**src/rtl/fxp_mul_pkg.sv**
```systemverilog
package fxp_mul_pkg;

  typedef enum logic [1:0] {
    MODE_UINT     = 2'b00,
    MODE_SINT     = 2'b01,
    MODE_QFRAC    = 2'b10,
    MODE_UINT_ALT = 2'b11
  } mul_mode_e;

  // Operands are sign-extended only in the two signed interpretations.
  function automatic logic mode_is_signed(mul_mode_e m);
    return (m == MODE_SINT) || (m == MODE_QFRAC);
  endfunction

endpackage

```
**src/rtl/fxp_mul_prod.sv**
```systemverilog
module fxp_mul_prod #(
  parameter int N = 16
) (
  input  logic [N-1:0]          a,
  input  logic [N-1:0]          b,
  input  logic                  signed_en,
  output logic signed [2*N+1:0] prod
);
  localparam int EW = N + 1;

  logic signed [EW-1:0] ext_a;
  logic signed [EW-1:0] ext_b;

  // One extra top bit gives a single signed multiplier for both readings.
  always_comb begin
    ext_a = {signed_en & a[N-1], a};
    ext_b = {signed_en & b[N-1], b};
  end

  assign prod = ext_a * ext_b;

endmodule

```
**src/rtl/fxp_mul_pick.sv**
```systemverilog
module fxp_mul_pick
  import fxp_mul_pkg::*;
#(
  parameter int N = 16
) (
  input  logic signed [2*N+1:0] prod,
  input  mul_mode_e             mode,
  output logic [N-1:0]          res,
  output logic                  sat,
  output logic                  ovf_hi,
  output logic                  ovf_lo
);
  localparam int PW       = 2 * N + 2;
  localparam int INT_LSB  = N - 1;
  localparam int FRAC_LSB = N - 1;
  localparam int FRAC_TOP = 2 * N - 2;
  localparam logic [N-1:0] SMAX = {1'b0, {(N-1){1'b1}}};
  localparam logic [N-1:0] SMIN = {1'b1, {(N-1){1'b0}}};

  // A signed value fits when every bit from position k upward equals the sign.
  function automatic logic fits_from(input logic signed [PW-1:0] p, input int k);
    logic signed [PW-1:0] sh;
    sh = p >>> k;
    return (sh == '0) || (sh == '1);
  endfunction

  function automatic logic upper_clear(input logic signed [PW-1:0] p);
    logic [PW-1:0] u;
    u = p;
    return (u >> N) == '0;
  endfunction

  logic fit_uint, fit_sint, fit_frac;

  always_comb begin
    fit_uint = upper_clear(prod);
    fit_sint = fits_from(prod, INT_LSB);
    fit_frac = fits_from(prod, FRAC_TOP);
  end

  always_comb begin
    res    = '0;
    sat    = 1'b0;
    ovf_hi = 1'b0;
    ovf_lo = 1'b0;
    unique case (mode)
      MODE_SINT: begin
        if (fit_sint) begin
          res = prod[N-1:0];
        end else if (prod[PW-1]) begin
          ovf_lo = 1'b1;
          sat    = 1'b1;
          res    = SMIN;
        end else begin
          ovf_hi = 1'b1;
          sat    = 1'b1;
          res    = SMAX;
        end
      end
      MODE_QFRAC: begin
        if (fit_frac) begin
          res = prod[FRAC_TOP:FRAC_LSB];
        end else if (prod[PW-1]) begin
          ovf_lo = 1'b1;
          sat    = 1'b1;
          res    = SMIN;
        end else begin
          ovf_hi = 1'b1;
          sat    = 1'b1;
          res    = SMAX;
        end
      end
      default: begin
        if (fit_uint) begin
          res = prod[N-1:0];
        end else begin
          ovf_hi = 1'b1;
          sat    = 1'b1;
          res    = '1;
        end
      end
    endcase
  end

endmodule

```
**src/rtl/fxp_sat_mul.sv**
```systemverilog
module fxp_sat_mul
  import fxp_mul_pkg::*;
#(
  parameter int N = 16
) (
  input  logic         clk,
  input  logic         rst_n,
  input  logic         in_valid,
  input  logic [N-1:0] op_a,
  input  logic [N-1:0] op_b,
  input  logic [1:0]   mode,
  output logic         out_valid,
  output logic [N-1:0] out_res,
  output logic         out_sat
);
  mul_mode_e             mode_e;
  logic                  signed_en;
  logic signed [2*N+1:0] full_prod;
  logic [N-1:0]          pick_res;
  logic                  pick_sat;
  logic                  sel_ovf_hi;
  logic                  sel_ovf_lo;

  assign mode_e    = mul_mode_e'(mode);
  assign signed_en = mode_is_signed(mode_e);

  fxp_mul_prod #(.N(N)) u_prod (
    .a         (op_a),
    .b         (op_b),
    .signed_en (signed_en),
    .prod      (full_prod)
  );

  fxp_mul_pick #(.N(N)) u_pick (
    .prod   (full_prod),
    .mode   (mode_e),
    .res    (pick_res),
    .sat    (pick_sat),
    .ovf_hi (sel_ovf_hi),
    .ovf_lo (sel_ovf_lo)
  );

  always_ff @(posedge clk or negedge rst_n) begin
    if (!rst_n) begin
      out_valid <= 1'b0;
      out_res   <= '0;
      out_sat   <= 1'b0;
    end else begin
      out_valid <= in_valid;
      if (in_valid) begin
        out_res <= pick_res;
        out_sat <= pick_sat;
      end
    end
  end

endmodule

```
**config.mk**
```make
export PLATFORM = sky130hd
export DESIGN_NAME = fxp_sat_mul
export DESIGN_NICKNAME = d
export VERILOG_FILES = /design/src/rtl/fxp_mul_pkg.sv /design/src/rtl/fxp_mul_prod.sv /design/src/rtl/fxp_mul_pick.sv /design/src/rtl/fxp_sat_mul.sv
export SDC_FILE = /design/constraint.sdc
export NUM_CORES = 1
export LEC_CHECK = 0
export ABC_AREA = 0
export CORE_MARGIN = 5
export CORE_UTILIZATION = 49
export DETAILED_ROUTE_END_ITERATION = 8
export PLACE_DENSITY = 0.79
export SLEW_MARGIN = 20
export SYNTH_ARGS = -nofsm -noshare
export SYNTH_HDL_FRONTEND = slang
export SYNTH_SLANG_ARGS = --single-unit
```
**constraint.sdc**
```tcl
create_clock -name clk -period 2.9 [get_ports clk]
set_clock_uncertainty 0.1 [all_clocks]
set_input_delay 0.29 -clock clk [delete_from_list [all_inputs] [get_ports clk]]
set_output_delay 0.29 -clock clk [all_outputs]
set_load 0.05 [all_outputs]
```
==> flow_metrics.env <==
export IMPL_yosysSeqAreaShare_pct=3.48
export IMPL_rows=59
export IMPL_die_w_um=173
export IMPL_cts_clk_slew_worst_paths_ns=0.05
export IMPL_slew_violations=0
export IMPL_ff_latch_area_sq_um=450
export IMPL_first_pass_iters=8
export IMPL_wire_per_inst_um=19.8
export IMPL_grt_antenna_before_repair=0
export IMPL_core_area_sq_um=26100
export IMPL_slew_headroom_pct=42.3
export IMPL_h_tree_depth=1
export IMPL_wl_mm=41.5
export IMPL_cp_slowest_stage_delay_ns=0.56
export IMPL_cp_depth=25
export IMPL_cts_root_buf="clkbuf_16"
export IMPL_min_period_ns=7.39
export IMPL_fin_crit_sh_pct=255
export IMPL_diodes=0
export IMPL_multi_input_area_sq_um=12000
export IMPL_synthCells=1429
export IMPL_hpwl_mm=29.5
export IMPL_crit_slowest_cell="fa_1"
export IMPL_fillCellCount=1835
export IMPL_grt_overflow=0
export IMPL_worst_pin_slew_ns=0.863
export IMPL_dpl_cell_count=2014
export IMPL_reg2regPathDepth=4
export IMPL_clock_sinks=18
export IMPL_syn2layout_area_growth_pct=34.5
export IMPL_ys_warn_count=0
export IMPL_post_route_util_pct=66.8
export IMPL_synth_ff_type="dfrtp_1"
export IMPL_synth_top_area_share_pct=45.8
export IMPL_setup_ws_ns=-4.49
export IMPL_avgSynthCellArea_sq_um=9.06
export IMPL_dieArea_sq_um=29800
export IMPL_die_y_um=173
export IMPL_required_ns=2.92
export IMPL_synth_edff_count=0
export IMPL_hold_viol=0
export IMPL_num_io_pins=55
export IMPL_first_iter_violations=1054
export IMPL_status="complete, but fails checks"
export IMPL_ys_types=84
export IMPL_worstPathMaxFanout=8
export IMPL_min_to="out_res[3]"
export IMPL_synth_area_top_cells="fa_1, inv_1, and2_1, ha_1, nand2_1"
export IMPL_initial_core_util_pct=49.7
export IMPL_crit_path_frequent_cell="fa_1"
export IMPL_r2r_slack_ns=1.69
export IMPL_min_path_type="reg -> reg"
export IMPL_synth_seq_cells=18
export IMPL_num_vias=11900
export IMPL_clk_path_buf_depth=2
export IMPL_min_path_cells=1
export IMPL_nNetsFinal=2183
export IMPL_reg2reg_from="out_res[14]"
export IMPL_port_buffers=54
export IMPL_clock_latency_ns=0.25
export IMPL_cts_tree="yes"
export IMPL_crit_family="adder cells"
export IMPL_path_buf_inv=5
export IMPL_post_drt_via_cell_ratio=5.70
export IMPL_synth_nets=1849
export IMPL_drc_errors=0
export IMPL_grt_pass1_vias=13100
export IMPL_yosysTopAreaCell="fa_1"
export IMPL_setup_violations=17
export IMPL_cts_buffers=3
export IMPL_grt_pass1_wl_mm=64.2
export IMPL_yosysMostFrequentCell="inv_1"
export IMPL_crit_arrival_ns=7.41
export IMPL_rsz0062_at_grt="yes"
export IMPL_cts_hold_buf=0
export IMPL_violations="setup timing"
export IMPL_cp_start_kind="primary input"
export IMPL_track_usage_pct=25.7
export IMPL_hold_path_startpoint="out_res[3]"
export IMPL_cp_end_kind="flip-flop"
export IMPL_postRouteAntennaNets=0
export IMPL_gp_congestion=0.967
export IMPL_crit_type="in -> reg"
export IMPL_stdcell_count=2097
export IMPL_drive_above_1_share_pct=30.6
export IMPL_maxCapViolCount=0
export IMPL_synthArstFlopShare_pct=100
export IMPL_r2r_end="out_res[14]"
export IMPL_synth_area_sq_um=12900
export IMPL_maxClockFrequency_mhz=135
export IMPL_grt_max_degree=19
export IMPL_synth_common_cells="inv_1, fa_1, and2_1, nand2_1, ha_1"
-- timing repair --
item	in CTS	in global routing
resized for setup	191	88
cloned	4	1
setup buffers	59	18
pin swaps	117	85
endpoints found under the setup margin	17	17
-- per-layer routing --
metal	wire, um	part of all wire (%)	vias up	GRT usage [%]
met5	0	0	-	0
met4	2290	5.5	0	8.88
met2	21100	51	633	46.1
met1	15100	36	6014	31.9
li1	-	-	5080	-
met3	3000	7.2	221	3.49
-- cell type report --
class                      count  share of cell area (%)
multi-input combinational   1039                    69.1
timing repair buffer         387                    18.6
inverter                     314                    6.83
sequential                    18                    2.59
tap                          335                    2.41
clock buffer                   4                   0.510
-- placed cells by master (no fill, tap or decap), types with 10 or more instances in the layout --
cell | synthesis | routed
xnor2_1 | 20 | 17
inv_2 | 0 | 22
fa_1 | 296 | 287
ha_4 | 0 | 19
a21oi_1 | 35 | 18
clkdlybuf4s50_1 | 0 | 26
inv_1 | 314 | 289
nand2_1 | 129 | 115
dlygate4sd2_1 | 0 | 20
nor2_1 | 44 | 37
and2_1 | 188 | 176
buf_4 | 3 | 286
dfrtp_1 | 18 | 18
nor3_1 | 19 | 12
nand2_2 | 0 | 13
nand2b_1 | 10 | 10
nand4_1 | 15 | 15
buf_6 | 0 | 41
a21oi_2 | 7 | 15
ha_1 | 87 | 68
and2_4 | 0 | 12
a21o_1 | 12 | 11
a21oi_4 | 1 | 10
-- cells by family (layout without fill, tap and decap cells) --
group	after synthesis	in the layout	synth area share (%)
buffers and inverters	373	705	11.0
adders and majority gates	383	383	54.2
DFF	18	18	3.48
AOI/OAI and AO/OA	185	185	11.3
xor gates and xnor gates	31	31	2.10
and+or+nand+nor	437	438	17.8
muxes	2	2	0.164
-- worst register-to-register path: stages (launching register included) --
cell	delay, ns
dfrtp_1	0.39
or2_2	0.30
nand2_1	0.08
a21oi_2	0.04
a31o_1	0.19
-- registers in the layout, indices dropped and copies added, names as in the netlist --
signal and cells:
out_sat 1, out_valid 1, out_res 16
-- how the worst max path moves through the flow --
stage / from / end
finish: op_a[15] / out_res[4]
detailed placement: mode[0] / out_res[0]
global route: mode[0] / out_res[4]
floorplan: mode[1] / out_res[4]
global placement: mode[0] / out_res[9]
CTS: mode[0] / out_res[4]
-- per-stage QoR --
step	TNS [ns]	instance area (sq um)	worst slack (ns)	hold WS [ns]
global placement	-84.42	15700	-5.01	0.381
finish	-74.51	17400	-4.49	0.392
detailed placement	-87.10	15700	-5.23	0.382
floorplan	-71.04	13100	-4.30	-0.106
CTS	-70.47	17000	-4.19	0.396
global route	-77.77	17400	-4.65	0.410
Power is left out: the tool's default activity adds up to more than one toggle a clock period on the data nets, which glitch-free logic cannot reach.
